### config.mk
export PLATFORM = sky130hd
export DESIGN_NAME = iq_alloc
export DESIGN_NICKNAME = d
export VERILOG_FILES = /design/src/rtl/iq_alloc_pkg.sv /design/src/rtl/iq_limit_calc.sv /design/src/rtl/iq_thread_ctr.sv /design/src/rtl/iq_alloc.sv
export SDC_FILE = /design/constraint.sdc
export NUM_CORES = 1
export LEC_CHECK = 0
export ABC_AREA = 0
export CORE_UTILIZATION = 45
export CTS_CLUSTER_SIZE = 16
export DETAILED_ROUTE_END_ITERATION = 10
export MAX_ROUTING_LAYER = met4
export PLACE_DENSITY_LB_ADDON = 0.25
export SYNTH_ARGS = -nofsm -noshare
export SYNTH_HDL_FRONTEND = slang
export SYNTH_SLANG_ARGS = --single-unit
### constraint.sdc
create_clock -name clk -period 6.06 [get_ports clk]
set_input_delay 0.606 -clock clk [delete_from_list [all_inputs] [get_ports clk]]
set_output_delay 0.606 -clock clk [all_outputs]
set_load 0.03 [all_outputs]
### src/rtl/iq_alloc_pkg.sv
package iq_alloc_pkg;
  typedef enum logic [1:0] {
    SHARE_OPEN  = 2'd0,
    SHARE_SPLIT = 2'd1,
    SHARE_PCT   = 2'd2,
    SHARE_OPEN2 = 2'd3
  } share_e;

  localparam int PCT_W   = 7;
  localparam int PCT_MAX = 100;
endpackage

### src/rtl/iq_limit_calc.sv
module iq_limit_calc
  import iq_alloc_pkg::*;
#(
  parameter int NUM_ENTRIES = 32,
  parameter int NUM_THREADS = 4,
  parameter int CW = 6,
  parameter int AW = 3
) (
  input  logic             clk,
  input  logic             rst_n,
  input  logic [1:0]       pol_sel,
  input  logic [PCT_W-1:0] thr_pct,
  input  logic [AW-1:0]    act_threads,
  output logic [CW-1:0]    limit_q
);
  localparam int PW = PCT_W + CW + 1;

  logic [AW-1:0]    act_eff;
  logic [CW-1:0]    split_lim;
  logic [PCT_W-1:0] pct_c;
  logic [PW-1:0]    prod;
  logic [CW-1:0]    pct_lim;
  logic [CW-1:0]    lim_d;
  share_e           pol;

  assign pol = share_e'(pol_sel);

  always_comb begin
    if (act_threads == '0 || act_threads > AW'(NUM_THREADS))
      act_eff = AW'(NUM_THREADS);
    else
      act_eff = act_threads;
  end

  // quotient table for each possible divisor
  always_comb begin
    split_lim = CW'(NUM_ENTRIES);
    for (int k = 1; k <= NUM_THREADS; k++) begin
      if (act_eff == AW'(k)) split_lim = CW'(NUM_ENTRIES / k);
    end
  end

  always_comb begin
    pct_c   = (thr_pct > PCT_W'(PCT_MAX)) ? PCT_W'(PCT_MAX) : thr_pct;
    prod    = PW'(pct_c) * PW'(NUM_ENTRIES);
    pct_lim = CW'(prod / PW'(PCT_MAX));
  end

  always_comb begin
    case (pol)
      SHARE_SPLIT: lim_d = split_lim;
      SHARE_PCT:   lim_d = (act_threads == AW'(1)) ? CW'(NUM_ENTRIES) : pct_lim;
      default:     lim_d = CW'(NUM_ENTRIES);
    endcase
  end

  always_ff @(posedge clk or negedge rst_n) begin
    if (!rst_n) limit_q <= CW'(NUM_ENTRIES);
    else        limit_q <= lim_d;
  end
endmodule

### src/rtl/iq_thread_ctr.sv
module iq_thread_ctr #(
  parameter int CW = 6
) (
  input  logic          clk,
  input  logic          rst_n,
  input  logic [CW-1:0] limit,
  input  logic          inc,
  input  logic          dec_req,
  output logic          dec_done,
  output logic [CW-1:0] occ,
  output logic [CW-1:0] free,
  output logic          full
);
  logic [CW-1:0] occ_q;

  assign dec_done = dec_req && (occ_q != '0);

  always_ff @(posedge clk or negedge rst_n) begin
    if (!rst_n) occ_q <= '0;
    else if (inc && !dec_done) occ_q <= occ_q + CW'(1);
    else if (!inc && dec_done) occ_q <= occ_q - CW'(1);
  end

  assign occ  = occ_q;
  assign free = (limit > occ_q) ? (limit - occ_q) : '0;
  assign full = (free == '0);
endmodule

### src/rtl/iq_alloc.sv
module iq_alloc
  import iq_alloc_pkg::*;
#(
  parameter int NUM_ENTRIES = 32,
  parameter int NUM_THREADS = 4,
  localparam int CW   = $clog2(NUM_ENTRIES + 1),
  localparam int TIDW = (NUM_THREADS > 1) ? $clog2(NUM_THREADS) : 1,
  localparam int AW   = $clog2(NUM_THREADS + 1)
) (
  input  logic                      clk,
  input  logic                      rst_n,
  input  logic [1:0]                pol_sel,
  input  logic [PCT_W-1:0]          thr_pct,
  input  logic [AW-1:0]             act_threads,
  input  logic                      ins_valid,
  input  logic [TIDW-1:0]           ins_tid,
  output logic                      ins_ready,
  input  logic                      rel_valid,
  input  logic [TIDW-1:0]           rel_tid,
  output logic [CW-1:0]             free_total,
  output logic                      full_total,
  output logic [NUM_THREADS*CW-1:0] thr_free,
  output logic [NUM_THREADS-1:0]    thr_full,
  output logic                      ins_err
);
  logic [CW-1:0]             limit_q;
  logic [CW-1:0]             gfree_q;
  logic [NUM_THREADS-1:0]    inc_vec;
  logic [NUM_THREADS-1:0]    rel_vec;
  logic [NUM_THREADS-1:0]    dec_vec;
  logic [NUM_THREADS-1:0]    full_vec;
  logic [NUM_THREADS*CW-1:0] occ_flat;
  logic [NUM_THREADS*CW-1:0] free_flat;
  logic                      tid_ok;
  logic                      tid_full;
  logic                      ins_fire;
  logic                      dec_any;
  logic                      err_q;

  iq_limit_calc #(
    .NUM_ENTRIES(NUM_ENTRIES), .NUM_THREADS(NUM_THREADS), .CW(CW), .AW(AW)
  ) u_lim (
    .clk(clk), .rst_n(rst_n), .pol_sel(pol_sel), .thr_pct(thr_pct),
    .act_threads(act_threads), .limit_q(limit_q)
  );

  always_comb begin
    tid_ok   = 1'b0;
    tid_full = 1'b1;
    for (int t = 0; t < NUM_THREADS; t++) begin
      if (ins_tid == TIDW'(t)) begin
        tid_ok   = 1'b1;
        tid_full = full_vec[t];
      end
    end
  end

  assign ins_ready = tid_ok && !tid_full && (gfree_q != '0);
  assign ins_fire  = ins_valid && ins_ready;
  assign dec_any   = |dec_vec;

  for (genvar g = 0; g < NUM_THREADS; g++) begin : g_thr
    assign inc_vec[g] = ins_fire && (ins_tid == TIDW'(g));
    assign rel_vec[g] = rel_valid && (rel_tid == TIDW'(g));

    iq_thread_ctr #(.CW(CW)) u_ctr (
      .clk(clk), .rst_n(rst_n), .limit(limit_q),
      .inc(inc_vec[g]), .dec_req(rel_vec[g]), .dec_done(dec_vec[g]),
      .occ(occ_flat[g*CW +: CW]), .free(free_flat[g*CW +: CW]),
      .full(full_vec[g])
    );
  end

  always_ff @(posedge clk or negedge rst_n) begin
    if (!rst_n) begin
      gfree_q <= CW'(NUM_ENTRIES);
      err_q   <= 1'b0;
    end else begin
      if (dec_any && !ins_fire)      gfree_q <= gfree_q + CW'(1);
      else if (ins_fire && !dec_any) gfree_q <= gfree_q - CW'(1);
      err_q <= ins_valid && !ins_ready;
    end
  end

  assign free_total = gfree_q;
  assign full_total = (gfree_q == '0);
  assign thr_free   = free_flat;
  assign thr_full   = full_vec;
  assign ins_err    = err_q;
endmodule

==> results of run 1 <==
## routing by layer
metal	track usage, %	share of wire, %	vias to the layer above
met5	-	0	-
met4	6.16	1.6	0
met2	34.9	46	100
li1	-	-	2191
met1	30.1	49	2064
met3	2.86	3.9	19
## cell usage in the layout (no fill, tap or decap), types with 9 or more instances in the layout
cell / synthesis / routed
xor2_1: 11 / 11
fa_1: 9 / 9
a21boi_0: 9 / 9
o21ai_0: 45 / 45
nor2_1: 41 / 41
nor2b_1: 9 / 9
inv_1: 67 / 67
and2_1: 21 / 21
ha_1: 57 / 57
nand2_1: 41 / 41
a21o_1: 14 / 14
dfrtp_1: 35 / 35
xnor2_1: 32 / 32
a21oi_1: 34 / 34
clkdlybuf4s50_1: 0 / 55
## synth_stat cells (7+ instances only)
| master | n | share of area [%] |
|---|---|---|
| a21oi_1 | 34 | 3.4 |
| nor2_1 | 41 | 3.1 |
| a21boi_0 | 9 | 1.4 |
| nor3b_1 | 8 | 1.2 |
| a31oi_1 | 8 | 1.0 |
| ha_1 | 57 | 14 |
| dfrtp_1 | 35 | 18 |
| o21ai_0 | 45 | 4.5 |
| xor2_1 | 11 | 1.9 |
| nand2_1 | 41 | 3.1 |
| nor3_1 | 7 | 0.71 |
| and2_1 | 21 | 2.6 |
| inv_1 | 67 | 5.1 |
| a21o_1 | 14 | 2.1 |
| xnor2_1 | 32 | 5.6 |
| nor2b_1 | 9 | 1.1 |
| fa_1 | 9 | 3.6 |
| o21bai_1 | 7 | 1.1 |
## cell families (layout without fill, tap and decap cells)
group | Yosys count | after routing | share of synthesized area, %
compound gates | 171 | 171 | 24.9
buf+inv | 86 | 139 | 7.76
flops | 37 | 37 | 18.7
fa+ha+maj | 67 | 67 | 18.2
simple gates | 177 | 177 | 20.4
mux | 8 | 8 | 2.01
xor+xnor | 44 | 44 | 8.04
## report_power, final
group / internal (mW) / leakage [nW] / total, mW / switching (mW)
Clock: 0.134 / 0.0574 / 0.232 / 0.0977
Sequential: 0.363 / 0.452 / 0.491 / 0.128
Combinational: 1.10 / 2.05 / 2.45 / 1.36
## final cells by class
| cell class | instances | area share [%] |
|---|---|---|
| Timing Repair Buffer | 63 | 10.6 |
| Tap cell | 136 | 2.97 |
| Clock buffer | 6 | 1.44 |
| Multi-Input combinational cell | 467 | 63.7 |
| Inverter | 68 | 4.45 |
| Clock inverter | 2 | 0.654 |
| Sequential cell | 37 | 16.2 |
## path summary, 6_finish.rpt
kind,startpoint,to,slack [ps],depth (start not counted)
max,thr_pct[5],u_lim.limit_q[0]$_DFF_PN0_,530,22
min,rst_n,g_thr[0].u_ctr.occ[3]$_DFFE_PN0P_,420,1
max reg2reg,u_lim.limit_q[0]$_DFF_PN0_,g_thr[0].u_ctr.occ[5]$_DFFE_PN0P_,780,25
min reg2reg,g_thr[1].u_ctr.occ[4]$_DFFE_PN0P_,g_thr[1].u_ctr.occ[4]$_DFFE_PN0P_,530,2
max in group asynchronous,rst_n,g_thr[0].u_ctr.occ[2]$_DFFE_PN0P_,5090,1
min in group clk,g_thr[1].u_ctr.occ[4]$_DFFE_PN0P_,g_thr[1].u_ctr.occ[4]$_DFFE_PN0P_,530,2
## critical path, stage by stage
cell and delay [ps]:
clkdlybuf4s50_1 490, nand2_1 190, o21bai_1 190, ha_1 330
and3_1 350, a21o_1 190, nor2_1 70, o211a_1 280
ha_1 190, o22ai_1 230, a21o_1 180, nand3_2 190
o21ai_0 290, a21boi_0 240, buf_4 170, inv_1 40
ha_1 220, xnor3_1 360, a2111o_1 370, and2_4 150
a211o_1 290, a31oi_2 150
## registers in the layout, summed over array words and instances, names as in the netlist
signal	count
u_lim.limit_q	6
ins_err	1
free_total	6
g_thr.u_ctr.occ	24
==> flow_summary_export.csv, run 1 <==
group,metric,value,unit
global_routing,antenna_found_initial,0,
cts,cts_buffer_depth,2,
yosys,synth-main-ff-cell,"dfrtp_1",
placement,port_buffers,56,
yosys,avgSynthCellArea,8.42,um2
layout,seq_area,928,um2
floorplanning,ioPinCount,57,
cts,cts_buffers,5,
layout,area_growth,15.5,%
yosys,synth_nets,676,
drt,wl,11700,um
timing,fin_hold_ws,420,ps
run,cap_violations,0,
cts,insertion_delay,300,ps
layout,drive_gt1_share,8.71,%
timing,worst_pin_slew,872,ps
floorplanning,dieArea,0.0115,mm2
cts,clk_pin_slew,80,ps
floorplanning,core,0.0105,mm2
cts,cts_resized,0,
critical_path,cp_max_fo,10,
placement,preCtsSetupSlack,282,ps
placement,gp_congestion,0.893,
yosys,yosysWarningCount,0,
cts,htreeDepth,2,
drt,drt_iter0_drc,172,
timing,skew,13.7,ps
worst_hold_path,hp-class,"in -> async",
timing,slew_headroom,41.8,%
floorplanning,initial_core_util,47.3,%
global_routing,grt_pass1_vias,4208,
cts,post_cts_buffers,0,
layout,fill_cells,944,
cts,cts_hold_buffers,0,
layout,fin_nets,728,
drt,firstDrtPassIters,5,
layout,antenna_cells,0,
layout,fin_cells,779,
yosys,ys_types,85,
yosys,syn_area,0.00497,mm2
power_and_ir_drop,leakage,2.56,nW
timing,rsz0062_at_grt,"false",
power_and_ir_drop,powerDensity,553,mW/mm2
global_routing,gr-usage-all-layers,22.2,%
timing,max_freq,181,MHz
critical_path,worstSetupPathType,"in -> reg",
global_routing,grt_pass1_wl,19800,um
global_routing,grt_max_degree,38,
drt,wl_per_cell,15.1,um
power_and_ir_drop,power.total,3.17,mW
placement,dpl.cell_count,771,
floorplanning,die-width,107,um
timing,slew_violations,0,
yosys,ys_seq_elements,37,
global_routing,overflow,0,
outcome,status,"finished, final reports clean",
critical_path,cp-end-kind,"flop",
cts,cts_root_buffer,"clkbuf_8",
yosys,seq_area_frac_synth,18.7,%
critical_path,worst_setup_path_start_kind,"primary input",
drt,via_per_inst,5.61,
placement,hpwl,9560,um
timing,layout_setup_ws,525,ps
yosys,async_flop_share,100,%
placement,postPlaceCellArea,0.00562,mm2
timing,final.setup.tns,0,ps
layout,fin_area,0.00574,mm2
timing,hold_viol_final,0,
yosys,synth_cells,590,
cts,cts_tree,"built",
drt,remaining_drc_errors,0,
drt,vias,4374,
yosys,synth-edff-count,0,
floorplanning,row_count,37,
cts,clock_sinks,37,
drt,antenna_left,0,
floorplanning,fp.dieH,107,um
layout,multi_input_area,0.00365,mm2
critical_path,cp.required,6290,ps
timing,post-route-period-util,91.3,%
power_and_ir_drop,ir_drop,0.319,mV
timing,fin_crit,5530,ps
critical_path,worstPathArrival,5770,ps
timing,setup_viol,0,
layout,finish.utilization,54.6,%
(Power assumes the default switching activity.)
==> inputs of run 2 (changes only) <==
--- a/config.mk
+++ b/config.mk
@@ -11,6 +11,7 @@
 export DETAILED_ROUTE_END_ITERATION = 10
 export MAX_ROUTING_LAYER = met4
 export PLACE_DENSITY_LB_ADDON = 0.25
+export REMOVE_ABC_BUFFERS = 1
 export SYNTH_ARGS = -nofsm -noshare
 export SYNTH_HDL_FRONTEND = slang
 export SYNTH_SLANG_ARGS = --single-unit
==> flow_summary_export.csv, run 2 (synthesis gave the netlist of run 1 again) <==
group,metric,value,unit
placement,port_buffers,56,
cts,clock_sinks,37,
timing,setup_viol,0,
timing,final.setup.tns,0,ps
placement,hpwl,9720,um
timing,rsz0062_at_grt,"false",
power_and_ir_drop,power.total,3.14,mW
power_and_ir_drop,p_int,1.54,mW
critical_path,reg2reg_slack,720,ps
drt,firstDrtPassIters,5,
floorplanning,ioPinCount,57,
critical_path,cp_max_fo,10,
outcome,status,"finished, final reports clean",
placement,gp_congestion,0.908,
critical_path,worstSetupPathType,"in -> reg",
drt,wl_met2,5510,um
critical_path,r2r-start,"u_lim.limit_q[0]$_DFF_PN0_",
global_routing,gr-usage-all-layers,22.1,%
cts,cts_hold_buffers,0,
worst_hold_path,hp-class,"in -> async",
cts,post_cts_buffers,0,
cts,cts_buffer_depth,2,
power_and_ir_drop,leakage,2.55,nW
layout,area_growth,14.7,%
cts,cts_buffers,5,
layout,antenna_cells,0,
critical_path,rr_endpoint,"g_thr[0].u_ctr.occ[5]$_DFFE_PN0P_",
layout,layout_common_cells,"inv_1, ha_1, clkdlybuf4s50_1, o21ai_0",
layout,largest_register_ffs,24,
critical_path,cp-end-kind,"flop",
drt,vias,4355,
cts,clk_pin_slew,80,ps
global_routing,grt_pass1_vias,4190,
floorplanning,die-width,107,um
critical_path,worstPathArrival,5680,ps
cts,cts_resized,0,
cts,htreeDepth,2,
drt,remaining_drc_errors,0,
timing,skew,8.88,ps
floorplanning,core,0.0105,mm2
critical_path,worst_setup_path_start_kind,"primary input",
power_and_ir_drop,power_frac_clock,5.6,%
timing,worst_pin_slew,920,ps
cts,cts_tree,"built",
timing,fin_crit,5460,ps
critical_path,cp-endpoint,"u_lim.limit_q[0]$_DFF_PN0_",
layout,drive_gt1_share,8.55,%
global_routing,grt_max_degree,38,
timing,hold_viol_final,0,
run,cap_violations,0,
drt,top_layer_used,"met4",
layout,seq_area,928,um2
power_and_ir_drop,p_seq_share,15.5,%
placement,dpl.cell_count,771,
floorplanning,fp.dieH,107,um
drt,drt_iter0_drc,235,
layout,fill_cells,962,
floorplanning,initial_core_util,47.3,%
floorplanning,dieArea,0.0115,mm2
power_and_ir_drop,switching_share,51.0,%
timing,post-route-period-util,90.1,%
drt,dr_wl_met3,444,um
global_routing,antenna_found_initial,0,
cts,cts_root_buffer,"clkbuf_8",
global_routing,grt_pass1_wl,20000,um
timing,max_freq,183,MHz
layout,fin_cells,779,
global_routing,overflow,0,
layout,final_common_cell,"inv_1",
timing,slew_violations,0,
cts,insertion_delay,300,ps
layout,multi_input_area,0.00365,mm2
floorplanning,row_count,37,
power_and_ir_drop,ir_drop,0.448,mV
power_and_ir_drop,pwr-share-comb,78.9,%
critical_path,cp-startpoint,"thr_pct[6]",
critical_path,reg2regPathDepth,25,
layout,fin_nets,728,
drt,antenna_left,0,
drt,wl,11900,um
critical_path,cp.required,6280,ps
power_and_ir_drop,power_switching,1.60,mW
power_and_ir_drop,powerDensity,552,mW/mm2
timing,slew_headroom,38.6,%
drt,via_per_inst,5.59,
drt,met1Wirelength,5840,um
drt,wl_per_cell,15.2,um
==> run 2: cell count changes in the layout (fill, tap and decap cells not counted) <==
cell / change
clkinv_2: +2
bufinv_16: -1
clkbuf_1: +1
clkbuf_8: -1
clkinvlp_4: -1
==> run 2: area by class of cell <==
cell class	count	share of cell area, %
Clock buffer	6	1.27
Timing Repair Buffer	63	10.7
Tap cell	136	2.99
Sequential cell	37	16.3
Inverter	68	4.48
Clock inverter	2	0.176
Multi-Input combinational cell	467	64.1
==> run 2: stage by stage <==
| step | worst slack [ps] | hold slack [ps] | util (%) | instance area, um2 |
|---|---|---|---|---|
| final | 599 | 444 | 54.2 | 5700 |
| after global routing | 250 | 509 | 54.2 | 5700 |
| after CTS | 637 | 475 | 54.2 | 5700 |
| after detailed placement | 327 | 521 | 53.4 | 5620 |
| after global placement | 522 | 499 | 53.4 | 5620 |
| after floorplan | 986 | 310 | - | 4840 |
==> run 2: critical path, cell delays in order <==
cell	delay [ps]
clkdlybuf4s50_1	480
nand2_1	190
o21bai_1	200
ha_1	340
and3_1	340
a21o_1	190
nor2_1	60
o211a_1	280
ha_1	200
o22ai_1	250
a21o_1	190
nand3_2	200
o21ai_0	270
a21boi_0	270
inv_1	80
ha_1	230
xnor3_1	350
a2111o_1	370
and2_4	150
a211o_1	300
a31oi_2	150
==> run 2: worst min-delay path by stage <==
stage	start	endpoint	slack, ps
after floorplan	rst_n	free_total[0]$_DFFE_PN0P_	310
after global placement	g_thr[3].u_ctr.occ[4]$_DFFE_PN0P_	g_thr[3].u_ctr.occ[4]$_DFFE_PN0P_	500
after detailed placement	g_thr[1].u_ctr.occ[4]$_DFFE_PN0P_	g_thr[1].u_ctr.occ[4]$_DFFE_PN0P_	520
after CTS	rst_n	g_thr[2].u_ctr.occ[5]$_DFFE_PN0P_	470
after global routing	rst_n	g_thr[0].u_ctr.occ[0]$_DFFE_PN0P_	510
final	rst_n	g_thr[2].u_ctr.occ[5]$_DFFE_PN0P_	440
==> run 2: power groups by stage <==
stage,Combinational [mW],Clock (mW),Sequential [mW]
6_report,2.48,0.176,0.489
5_1_grt,2.75,0.192,0.511
4_1_cts,2.49,0.177,0.490
3_5_place_dp,2.47,0,0.495
3_3_place_gp,2.41,0,0.489
2_1_floorplan,1.73,0,0.508
==> run 2: layer usage <==
layer	up-vias	GRT usage, %
li1	2198	-
met1	2055	30.2
met2	93	35.9
met3	9	2.92
met4	0	3.03
met5	-	-
==> inputs of run 3 (changes only) <==
--- a/config.mk
+++ b/config.mk
@@ -9,9 +9,11 @@
 export CORE_UTILIZATION = 45
 export CTS_CLUSTER_SIZE = 16
 export DETAILED_ROUTE_END_ITERATION = 10
+export HOLD_SLACK_MARGIN = 0.1
 export MAX_ROUTING_LAYER = met4
 export PLACE_DENSITY_LB_ADDON = 0.25
 export REMOVE_ABC_BUFFERS = 1
 export SYNTH_ARGS = -nofsm -noshare
 export SYNTH_HDL_FRONTEND = slang
 export SYNTH_SLANG_ARGS = --single-unit
+export TNS_END_PERCENT = 100
==> results of run 3 <==
Final layout, timing and power as in run 2 (identical DEF).
